<file path="src/rtl/bin2bcd_pkg.sv">
package bin2bcd_pkg;

    localparam int DIGIT_W = 4;

    typedef enum logic [1:0] {
        ST_IDLE  = 2'd0,
        ST_SHIFT = 2'd1,
        ST_DONE  = 2'd2
    } conv_state_e;

    // ceil(w * log10(2)), with log10(2) approximated as 0.30103
    function automatic int decades_for(input int w);
        return (w * 30103 + 99999) / 100000;
    endfunction

endpackage

</file>
<file path="src/rtl/bin2bcd_decade_adj.sv">
module bin2bcd_decade_adj
    import bin2bcd_pkg::*;
(
    input  logic [DIGIT_W-1:0] digit_i,
    output logic [DIGIT_W-1:0] digit_o
);

    // Pre-shift correction: five or more gets three added, so the coming
    // doubling carries into the next decade instead of forming 10..19.
    always_comb begin
        if (digit_i >= DIGIT_W'(5)) begin
            digit_o = digit_i + DIGIT_W'(3);
        end else begin
            digit_o = digit_i;
        end
    end

endmodule

</file>
<file path="src/rtl/bin2bcd_step_counter.sv">
module bin2bcd_step_counter #(
    parameter int MAX_COUNT = 8
) (
    input  logic clk,
    input  logic rst_n,
    input  logic load_i,
    input  logic step_i,
    output logic last_o
);

    localparam int CNT_W = $clog2(MAX_COUNT + 1);

    logic [CNT_W-1:0] cnt_q;

    always_ff @(posedge clk) begin
        if (!rst_n) begin
            cnt_q <= '0;
        end else if (load_i) begin
            cnt_q <= CNT_W'(MAX_COUNT);
        end else if (step_i && (cnt_q != '0)) begin
            cnt_q <= cnt_q - CNT_W'(1);
        end
    end

    assign last_o = (cnt_q == CNT_W'(1));

endmodule

</file>
<file path="src/rtl/bin2bcd_datapath.sv">
module bin2bcd_datapath
    import bin2bcd_pkg::*;
#(
    parameter int BIN_W   = 8,
    parameter int NUM_DEC = 3
) (
    input  logic                       clk,
    input  logic                       rst_n,
    input  logic                       load_i,
    input  logic                       step_i,
    input  logic [BIN_W-1:0]           bin_i,
    output logic [NUM_DEC*DIGIT_W-1:0] bcd_cur_o,
    output logic [NUM_DEC*DIGIT_W-1:0] bcd_next_o
);

    localparam int BCD_W = NUM_DEC * DIGIT_W;
    localparam int REG_W = BCD_W + BIN_W;

    logic [BCD_W-1:0] bcd_q;
    logic [BCD_W-1:0] bcd_adj;
    logic [BIN_W-1:0] bin_q;
    logic [REG_W-1:0] shifted;

    for (genvar g = 0; g < NUM_DEC; g++) begin : g_dec
        bin2bcd_decade_adj u_adj (
            .digit_i (bcd_q[g*DIGIT_W +: DIGIT_W]),
            .digit_o (bcd_adj[g*DIGIT_W +: DIGIT_W])
        );
    end

    assign shifted    = {bcd_adj, bin_q} << 1;
    assign bcd_next_o = shifted[REG_W-1:BIN_W];
    assign bcd_cur_o  = bcd_q;

    always_ff @(posedge clk) begin
        if (!rst_n) begin
            bcd_q <= '0;
            bin_q <= '0;
        end else if (load_i) begin
            bcd_q <= '0;
            bin_q <= bin_i;
        end else if (step_i) begin
            bcd_q <= shifted[REG_W-1:BIN_W];
            bin_q <= shifted[BIN_W-1:0];
        end
    end

endmodule

</file>
<file path="src/rtl/bin2bcd_seq.sv">
module bin2bcd_seq
    import bin2bcd_pkg::*;
#(
    parameter int BIN_W = 8,
    localparam int NUM_DEC = decades_for(BIN_W),
    localparam int BCD_W   = NUM_DEC * DIGIT_W
) (
    input  logic             clk,
    input  logic             rst_n,
    input  logic             start_i,
    input  logic [BIN_W-1:0] bin_i,
    output logic             busy_o,
    output logic             done_o,
    output logic [BCD_W-1:0] bcd_o
);

    conv_state_e      state_q;
    conv_state_e      state_d;
    logic             load;
    logic             step;
    logic             last_step;
    logic [BCD_W-1:0] work_bcd;
    logic [BCD_W-1:0] next_bcd;
    logic [BCD_W-1:0] result_q;

    bin2bcd_step_counter #(
        .MAX_COUNT (BIN_W)
    ) u_cnt (
        .clk    (clk),
        .rst_n  (rst_n),
        .load_i (load),
        .step_i (step),
        .last_o (last_step)
    );

    bin2bcd_datapath #(
        .BIN_W   (BIN_W),
        .NUM_DEC (NUM_DEC)
    ) u_dp (
        .clk        (clk),
        .rst_n      (rst_n),
        .load_i     (load),
        .step_i     (step),
        .bin_i      (bin_i),
        .bcd_cur_o  (work_bcd),
        .bcd_next_o (next_bcd)
    );

    // State register
    always_ff @(posedge clk) begin
        if (!rst_n) begin
            state_q <= ST_IDLE;
        end else begin
            state_q <= state_d;
        end
    end

    // Transitions
    always_comb begin
        state_d = state_q;
        unique case (state_q)
            ST_IDLE:  if (start_i)   state_d = ST_SHIFT;
            ST_SHIFT: if (last_step) state_d = ST_DONE;
            ST_DONE:  state_d = start_i ? ST_SHIFT : ST_IDLE;
            default:  state_d = ST_IDLE;
        endcase
    end

    // Outputs and datapath controls
    always_comb begin
        load   = 1'b0;
        step   = 1'b0;
        busy_o = 1'b0;
        done_o = 1'b0;
        unique case (state_q)
            ST_IDLE:  load = start_i;
            ST_SHIFT: begin
                step   = 1'b1;
                busy_o = 1'b1;
            end
            ST_DONE: begin
                done_o = 1'b1;
                load   = start_i;
            end
            default: ;
        endcase
    end

    // Result register: written only on the final step
    always_ff @(posedge clk) begin
        if (!rst_n) begin
            result_q <= '0;
        end else if (step && last_step) begin
            result_q <= next_bcd;
        end
    end

    assign bcd_o = result_q;

endmodule

</file>
<file path="config.mk">
export PLATFORM = sky130hd
export DESIGN_NAME = bin2bcd_seq
export DESIGN_NICKNAME = d
export VERILOG_FILES = /design/src/rtl/bin2bcd_pkg.sv /design/src/rtl/bin2bcd_decade_adj.sv /design/src/rtl/bin2bcd_step_counter.sv /design/src/rtl/bin2bcd_datapath.sv /design/src/rtl/bin2bcd_seq.sv
export SDC_FILE = /design/constraint.sdc
export NUM_CORES = 1
export LEC_CHECK = 0
export ABC_AREA = 1
export ABC_CLOCK_PERIOD_IN_PS = 1600
export BUFFER_PORTS_ARGS = -buffer_cell sky130_fd_sc_hd__buf_2
export CORE_UTILIZATION = 35
export CTS_CLUSTER_DIAMETER = 150
export CTS_CLUSTER_SIZE = 8
export DETAILED_ROUTE_END_ITERATION = 8
export HOLD_SLACK_MARGIN = 0.08
export PLACE_DENSITY = 0.59
export SYNTH_ARGS = -nofsm -noshare
export SYNTH_HDL_FRONTEND = slang
export SYNTH_SLANG_ARGS = --single-unit
</file>
<file path="constraint.sdc">
create_clock -name clk -period 1.6 [get_ports clk]
set_clock_uncertainty 0.1 [all_clocks]
set_input_delay 0 -clock clk [delete_from_list [all_inputs] [get_ports clk]]
set_output_delay 0 -clock clk [all_outputs]
set_load 0.05 [all_outputs]
</file>
## Word level (Yosys, flattened, before mapping)

Index checks and enable logic that the tools add are counted.

- Bits of input ports: 11
- Word-level logic and storage cells: 42
- Bits in registers: 38

- Bitwise gates (word level): 1
- $add $sub $neg: 4
- Eq/ne operators: 5
- $lt $le $gt $ge: 3
- Multiplexer cells: 14
- Reductions and logical operators: 9

Operators with widths:

| kind | count |
|---|---|
| $mux W4 | 4 |
| $mux W8 | 2 |
| $ge A4 B3 Y1 const B | 3 |
| $add A4 B2 Y4 const B | 2 |
| $pmux W2 S3 | 1 |
| $eq A4 B1 Y1 const B | 1 |
| $mux W1 | 4 |
| $mux W2 | 2 |
| $ne A2 B2 Y1 const B | 2 |
| $reduce_bool A2 Y1 | 2 |
| $reduce_bool A4 Y1 | 1 |
| $reduce_or A2 Y1 | 2 |
| $sub A4 B1 Y4 const B | 1 |
| $add A3 B2 Y3 const B | 1 |
| $mux W3 | 1 |
| $eq A2 B1 Y1 const B | 1 |
| $eq A2 B2 Y1 const B | 1 |
| $logic_and A1 B1 Y1 | 2 |
| $logic_not A2 Y1 | 1 |
| $reduce_and A2 Y1 | 1 |
| $not A1 Y1 | 1 |

## Longest topological paths before layout

Gate-level depths: netlist of run 1.

- Depth after elaboration: 5
- Mapped depth: 10
- Gate-level depth less buffers: 10

## Hierarchy

A second synthesis of run 1 with hierarchy kept.

- Cells, all modules: 313
- Area total of the unflattened synthesis: 2119.5 µm²

By module, submodules not included:

| module | cells an instance | area an instance (µm²) | sequential area each (µm²) | times used |
|---|---|---|---|---|
| bin2bcd_datapath | 120 | 874.6 | 400.4 | 1 |
| bin2bcd_seq | 89 | 589.3 | 280.3 | 1 |
| bin2bcd_decade_adj | 23 | 135.1 | 0.0 | 3 |
| bin2bcd_step_counter | 35 | 250.2 | 80.1 | 1 |

## Least setup slack after synthesis of run 1

OpenSTA, ideal clock, no wires.

- Path kind: register -> register
- Start point: register u_dp.bcd_q[0] (netlist: u_dp.bcd_cur_o[0])
- End point: register u_dp.bcd_q[1] (netlist: u_dp.bcd_cur_o[1])
- Stages on the path, launching flop included: 11
- Data required time: 1.391 ns
- Library setup time: 0.109 ns
- Arrival: 1.076 ns
- Slack: 0.315 ns
- Cell sequence: dfxtp_1 inv_1 ha_1 inv_1 nand2_1 nand3_1 nand2_1 nand2_1 nand2_1 nand2_1 inv_1

- Longest elaborated chain between the ends: 2
- Elaborated cells on any way between the ends: 3
- Those cells by class: add/sub (1); order compare (1); mux (1)

RTL lines:

| what | line | RTL |
|---|---|---|
| from (decl) | bin2bcd_datapath.sv:19 | `logic [BCD_W-1:0] bcd_q;` |
| from (signal assigned) | bin2bcd_datapath.sv:43 | `bcd_q <= shifted[REG_W-1:BIN_W];` |
| $add A4 B2 Y4 / $ge A4 B3 Y1 (equally long branches) | bin2bcd_decade_adj.sv:12, bin2bcd_decade_adj.sv:11 |  |
| $mux W4 * | bin2bcd_decade_adj.sv:11 | `if (digit_i >= DIGIT_W'(5)) begin` |

Every way passes the cells marked *; elsewhere a longest branch is shown, timed or not.
A chain may end at the register's enable or synchronous reset.

## Worst setup path after layout of run 1

- Start point: register state_q[0]
- End point: output port busy_o

- Longest elaborated chain between the ends: 2

RTL lines:

| what | line | RTL |
|---|---|---|
| from (decl) | bin2bcd_seq.sv:17 | `conv_state_e state_q;` |
| from (signal assigned) | bin2bcd_seq.sv:54 | `state_q <= state_d;` |
| $eq A2 B1 Y1 | bin2bcd_seq.sv:75 | `unique case (state_q)` |
| $mux W1 | bin2bcd_seq.sv:75 |  |
| to (decl) | bin2bcd_seq.sv:12 | `output logic busy_o,` |

Every way passes these cells.

==> results of run 1 <==
cells by family (layout without fill, tap and decap cells):
group           Yosys count  after routing
compound gates           53             53
xor+xnor                  1              1
fa+ha+maj                 8              8
buf+inv                  52             94
flops                    38             38
simple gates            119            119
what timing repair did:
action | CTS | global route
setup endpoints to repair | 0 | 1
hold endpoints to repair | 17 | 0
hold buffers | 11 | 0
resized for setup | 0 | 1
buffers inserted | 0 | 0
state kept, by name (all words and copies together) (netlist names):
signal,flops
bcd_o,12
u_dp.bcd_cur_o,12
u_dp.bin_q,8
u_cnt.cnt_q,4
state_q,2
placed cells by master, fill, tap and decap left out:
cell and count:
nand2_4 1, xor2_1 1, nand2_2 1, o21ai_0 15, buf_4 7, nor2_1 14, nor2_2 1, or2_2 3
o211ai_1 3, dfxtp_1 38, nand4_1 6, nor2_8 1, o21ai_1 3, a21oi_1 31, inv_2 2, clkbuf_8 8
nand3_1 16, buf_2 24, inv_1 42, nand3_4 1, a21oi_2 1, or2_1 1, dlygate4sd3_1 11, nand2_1 74
ha_1 8
per-stage QoR:
stage | setup WS, ns | instance area, um2 | utilization
global placement | 0.219 | 2100 | 0.406
global route | 0.0224 | 2330 | 0.450
floorplan | 0.315 | 1900 | -
CTS | 0.0631 | 2320 | 0.449
finish | 0.116 | 2330 | 0.450
detailed placement | 0.203 | 2100 | 0.406
layout make-up:
type | count | area [um2] | share of cell area
Multi-Input combinational cell | 181 | 920 | 0.395
Sequential cell | 38 | 761 | 0.327
Timing Repair Buffer | 42 | 283 | 0.122
Inverter | 44 | 165 | 0.0710
Clock buffer | 8 | 110 | 0.0473
Tap cell | 70 | 87.6 | 0.0377
worst register-to-register path: stages (launching register included):
cell and delay, ns:
dfxtp_1 0.33, inv_2 0.12, nand2_4 0.12, nor2_1 0.10, dlygate4sd3_1 0.55, nor2_1 0.04
how the worst min path moves through the flow:
stage | to | slack, ns | depth (start not counted)
after floorplan | u_dp.bin_q[0] | 0.03 | 2
after global placement | u_dp.bin_q[0] | 0.13 | 3
after detailed placement | u_dp.bin_q[0] | 0.14 | 3
after CTS | bcd_o[3] | 0.38 | 2
after global routing | u_cnt.cnt_q[0] | 0.41 | 2
final | bcd_o[3] | 0.38 | 2
per-layer routing:
layer  up-vias  GRT usage
li1        943          -
met1       763      0.191
met2        19      0.263
met3         7     0.0397
met4         0     0.0617
met5         -          0
power by group:
| group | switching [uW] | internal, uW | leakage (uW) |
|---|---|---|---|
| Sequential | 31.8 | 997 | 0.000310 |
| Clock | 335 | 435 | 0.0000575 |
| Combinational | 225 | 140 | 0.000783 |
==> flow_summary_export.csv, run 1 <==
group,metric,value,unit
logic_synthesis,synth_most_common_cell,"nand2_1",
pwr,leakage,0.00115,uW
logic_synthesis,yosys_register_bits,38,
grt,grt_pass1_vias,1484,
logic_synthesis,yosysSeqAreaShare,0.400,
setup_path,timing.rr.start,"state_q[0]",
timing,tns,0,ns
setup_path,crit_family,"buffers and inverters",
detailed_routing,wl,4.16,mm
detailed_routing,dr_wl_met3,129,um
setup_path,path_buf_inv,3,
logic_synthesis,synth_xor_xnor_area_share,0.00461,
finish,layout-drive-gt1-share,0.160,
floorplanning,fp.dieArea,0.00573,mm2
logic_synthesis,synth_top_family_by_area,"simple AND/OR/NAND/NOR gates",
finish,syn_to_final_growth,22.4,%
setup_path,crit_fanout,12,
cts,htree_levels,2,
logic_synthesis,yosysUniqueCellTypes,24,
floorplanning,initial_core_util,0.367,
setup_path,cpMaxStageDelayCell,"dfxtp_1",
finish,fin_cells,383,
logic_synthesis,async_flop_share,0,
floorplanning,ioPinCount,25,
grt,grt-ovfl-total,0,
placement,gp_congestion,0.859,
timing,fin_hold_ws,0.378,ns
floorplanning,rows,26,
timing,slew_headroom,0.834,
setup_path,critical_path_class,"reg2out",
cts,root_buffer,"clkbuf_8",
pwr,finalPower,2160,uW
floorplanning,coreArea,0.00517,mm2
detailed_routing,drt_iter0_drc,114,
placement,dpl.hpwl,3.01,mm
detailed_routing,drt-met1-wl,1.91,mm
logic_synthesis,synth-simple-area-share,0.278,
detailed_routing,routed.top_layer,"met4",
setup_path,max_stage_delay,0.36,ns
timing,post-route-period-util,0.927,
setup_path,reg2regPathDepth,5,
logic_synthesis,muxShareOfSynthArea,0,
placement,dp_cells,364,
timing,hold_viol_final,0,
timing,maxSlewViolCount,0,
logic_synthesis,synth_top_area_cell,"dfxtp_1",
cts,clk_pin_slew_worst_paths,0.07,ns
floorplanning,die_y,75.7,um
hold_path,min_from,"bcd_o[3]",
cts,cts_sinks,38,
placement,io_buffer_count,24,
logic_synthesis,synth-main-ff-cell,"dfxtp_1",
cts,ctsLongestPathBuffers,2,
run,drv_cap,0,
floorplanning,die_width,75.7,um
detailed_routing,drtPass1Iterations,4,
detailed_routing,routedWlPerCell,10.9,um
setup_path,critPathLaunchType,"flop",
grt,grt_max_degree,15,
logic_synthesis,syn_area,0.00190,mm2
grt,grt_pass1_wl,6.58,mm
setup_path,crit_chain,"inv_2, nor2_8, buf_4, buf_2",
cts,clk-insertion-delay-late,0.29,ns
setup_path,rr_endpoint,"u_dp.bin_q[0]",
hold_path,min_path_type,"reg2reg",
pwr,p_per_area,930,mW/mm2
timing,worstMarginPinSlew,0.248,ns
detailed_routing,antenna_left,0,
setup_path,rrSetupSlack,0.13,ns
timing,finalCriticalPeriod,1.48,ns
logic_synthesis,syn_avg_cell_area,7.01,um2
finish,nFillCells,555,
logic_synthesis,syn-num-nets,290,
setup_path,crit_end,"busy_o",
detailed_routing,viasPerCell,4.52,
finish,antenna_cells,0,
logic_synthesis,synth_warnings,0,
logic_synthesis,synth_top_area_share,0.400,
logic_synthesis,synth_commonest_cells,"nand2_1, inv_1, dfxtp_1",
setup_path,crit_required,1.50,ns
grt,antenna_found_initial,0,
setup_path,cp.depth,4,
timing,fmax,0.674,GHz
logic_synthesis,synth-edff-count,0,
detailed_routing,drcViolationCount,0,
setup_path,crit_path_end_kind,"output port",
logic_synthesis,netlist_top_cells_area,"dfxtp_1, nand2_1, inv_1",
finish,final_nets,331,
timing,setup_violations,0,
timing,rsz0062_at_grt,"false",
pwr,ir_drop,0.287,mV
setup_path,worstSetupStartpoint,"state_q[0]",
logic_synthesis,synthAdderAreaFrac,0.0527,
logic_synthesis,synth_compound_area_frac,0.145,
detailed_routing,vias,1732,
outcome,status,"finished clean",
grt,track_usage,0.156,
cts,cts_tree,"built",
logic_synthesis,netlist_instances,271,
cts,numCtsBuffers,5,
setup_path,cp.arrival,1.38,ns
detailed_routing,wl_met2,2.05,mm
(Power assumes the default switching activity.)
==> inputs of run 2 (changes only) <==
--- a/config.mk
+++ b/config.mk
@@ -6,7 +6,7 @@
 export NUM_CORES = 1
 export LEC_CHECK = 0
 export ABC_AREA = 1
-export ABC_CLOCK_PERIOD_IN_PS = 1600
+export ABC_CLOCK_PERIOD_IN_PS = 1400
 export BUFFER_PORTS_ARGS = -buffer_cell sky130_fd_sc_hd__buf_2
 export CORE_UTILIZATION = 35
 export CTS_CLUSTER_DIAMETER = 150
==> constraint.sdc (replaced) <==
create_clock -name clk -period 1.4 [get_ports clk]
set_clock_uncertainty 0.1 [all_clocks]
set_input_delay 0 -clock clk [delete_from_list [all_inputs] [get_ports clk]]
set_output_delay 0 -clock clk [all_outputs]
set_load 0.05 [all_outputs]
==> flow_summary_export.csv, run 2 (synthesis results as in run 1) <==
group,metric,value,unit
floorplanning,die_y,75.7,um
pwr,power.internal,2080,uW
placement,io_buffer_count,24,
outcome,status,"finished clean",
detailed_routing,wl,4.36,mm
grt,grt_max_degree,17,
floorplanning,die_width,75.7,um
timing,worstMarginPinSlew,0.321,ns
pwr,clock_power_share,0.415,
grt,grt_pass1_vias,1574,
finish,syn_to_final_growth,28.4,%
detailed_routing,drtPass1Iterations,4,
pwr,switching_share,0.256,
grt,track_usage,0.160,
finish,nFillCells,507,
grt,grt-ovfl-total,0,
timing,tns,0,ns
floorplanning,fp.dieArea,0.00573,mm2
timing,finalCriticalPeriod,1.33,ns
cts,numCtsBuffers,5,
pwr,combPwrFrac,0.164,
setup_path,critical_path_class,"reg2out",
setup_path,cp.arrival,1.23,ns
detailed_routing,vias,1762,
pwr,seqPwrFrac,0.421,
floorplanning,initial_core_util,0.367,
timing,maxSlewViolCount,0,
pwr,switching_power,714,uW
cts,ctsLongestPathBuffers,2,
cts,htree_levels,2,
hold_path,min_path_type,"in2reg",
floorplanning,ioPinCount,25,
pwr,ir_drop,0.482,mV
pwr,p_per_area,1150,mW/mm2
timing,fmax,0.750,GHz
timing,setup_violations,0,
detailed_routing,drcViolationCount,0,
timing,slew_headroom,0.784,
pwr,finalPower,2800,uW
grt,antenna_found_initial,0,
finish,final_nets,332,
cts,clk_pin_slew_worst_paths,0.07,ns
setup_path,rrSetupSlack,0.09,ns
placement,dpl.hpwl,2.91,mm
timing,hold_viol_final,0,
finish,layout-drive-gt1-share,0.220,
setup_path,crit_family,"buffers and inverters",
setup_path,cpMaxStageDelayCell,"dfxtp_1",
cts,clk-insertion-delay-late,0.29,ns
setup_path,crit_chain,"inv_2, nor2_8, buf_12, buf_4",
detailed_routing,viasPerCell,4.59,
timing,post-route-period-util,0.953,
cts,cts_sinks,38,
hold_path,holdPathStages,4,
setup_path,crit_path_end_kind,"output port",
finish,post-route-util,0.472,
cts,cts_tree,"built",
finish,final_cell_mix,"nand2_1, inv_1, dfxtp_1, a21oi_1, buf_2",
setup_path,cp.depth,4,
setup_path,reg2regPathDepth,7,
setup_path,critPathLaunchType,"flop",
setup_path,max_stage_delay,0.37,ns
pwr,leakage,0.00119,uW
detailed_routing,drt_iter0_drc,86,
grt,grt_pass1_wl,6.83,mm
setup_path,crit_fanout,16,
setup_path,path_buf_inv,3,
detailed_routing,antenna_left,0,
placement,gp_congestion,0.750,
setup_path,crit_required,1.30,ns
run,drv_cap,0,
detailed_routing,routedWlPerCell,11.4,um
floorplanning,rows,26,
cts,root_buffer,"clkbuf_8",
finish,final_common_cell,"nand2_1",
finish,antenna_cells,0,
floorplanning,coreArea,0.00517,mm2
## run 2: changes by cell type in the layout (fill, tap and decap cells not counted), moves of 3 or more
cell	before	now
nand3_1	16	12
nand2_1	74	70
dfxtp_1	38	34
ha_1	8	5
dfxtp_2	0	4
nand2_2	1	5
nand3_2	0	4
## run 2: repair_timing
action,CTS,global route
buffers inserted,0,0
resized for setup,0,23
hold buffers,10,0
hold endpoints to repair,17,0
setup endpoints to repair,0,30
## run 2: cell type report
| type | count | area [um2] | area share |
|---|---|---|---|
| Clock buffer | 6 | 82.6 | 0.0338 |
| Clock inverter | 2 | 60.1 | 0.0246 |
| Inverter | 44 | 168 | 0.0687 |
| Multi-Input combinational cell | 181 | 975 | 0.399 |
| Sequential cell | 38 | 766 | 0.314 |
| Tap cell | 70 | 87.6 | 0.0359 |
| Timing Repair Buffer | 43 | 303 | 0.124 |
## run 2: path summary, 6_finish.rpt
path / from / to
hold reg to reg: bcd_o[3] / bcd_o[3]
hold / removal: bin_i[0] / u_dp.bin_q[0]
setup reg to reg: u_cnt.cnt_q[0] / u_cnt.cnt_q[1]
setup / recovery: state_q[0] / busy_o
## run 2: through the flow
step | hold WS, ns | area [um2] | std cells | setup WS, ns
after floorplan | 0.0349 | 1900 | 271 | 0.115
after global placement | 0.121 | 2130 | 366 | 0.0724
after detailed placement | 0.141 | 2130 | 366 | 0.0411
after CTS | 0.377 | 2370 | 384 | 0.00644
after global routing | 0.412 | 2440 | 384 | -0.0173
final | 0.381 | 2440 | 384 | 0.0664
## run 2: power by group through the flow
stage | Sequential [uW] | Combinational (uW) | Clock [uW]
floorplan | 1200 | 295 | 0
global placement | 1200 | 409 | 0
detailed placement | 1200 | 411 | 0
CTS | 1170 | 433 | 1190
global route | 1180 | 517 | 1230
finish | 1180 | 458 | 1160
## run 2: worst register-to-register path: cells and delay by family (launching register included)
family                   cells  cell delay [ns]
adder cells (fa/ha/maj)      1             0.24
AND/OR/NAND/NOR              4             0.28
buffers and inverters        1             0.12
flip-flops                   1             0.41
AO/OA/AOI/OAI                1             0.11
## run 2: routing by layer
metal / part of all wire / GRT usage / wire length [um] / up-vias
li1: - / - / - / 941
met1: 0.48 / 0.196 / 2090 / 787
met2: 0.48 / 0.277 / 2100 / 29
met3: 0.024 / 0.0357 / 105 / 5
met4: 0.014 / 0.0556 / 59 / 0
met5: 0 / 0 / 0 / -
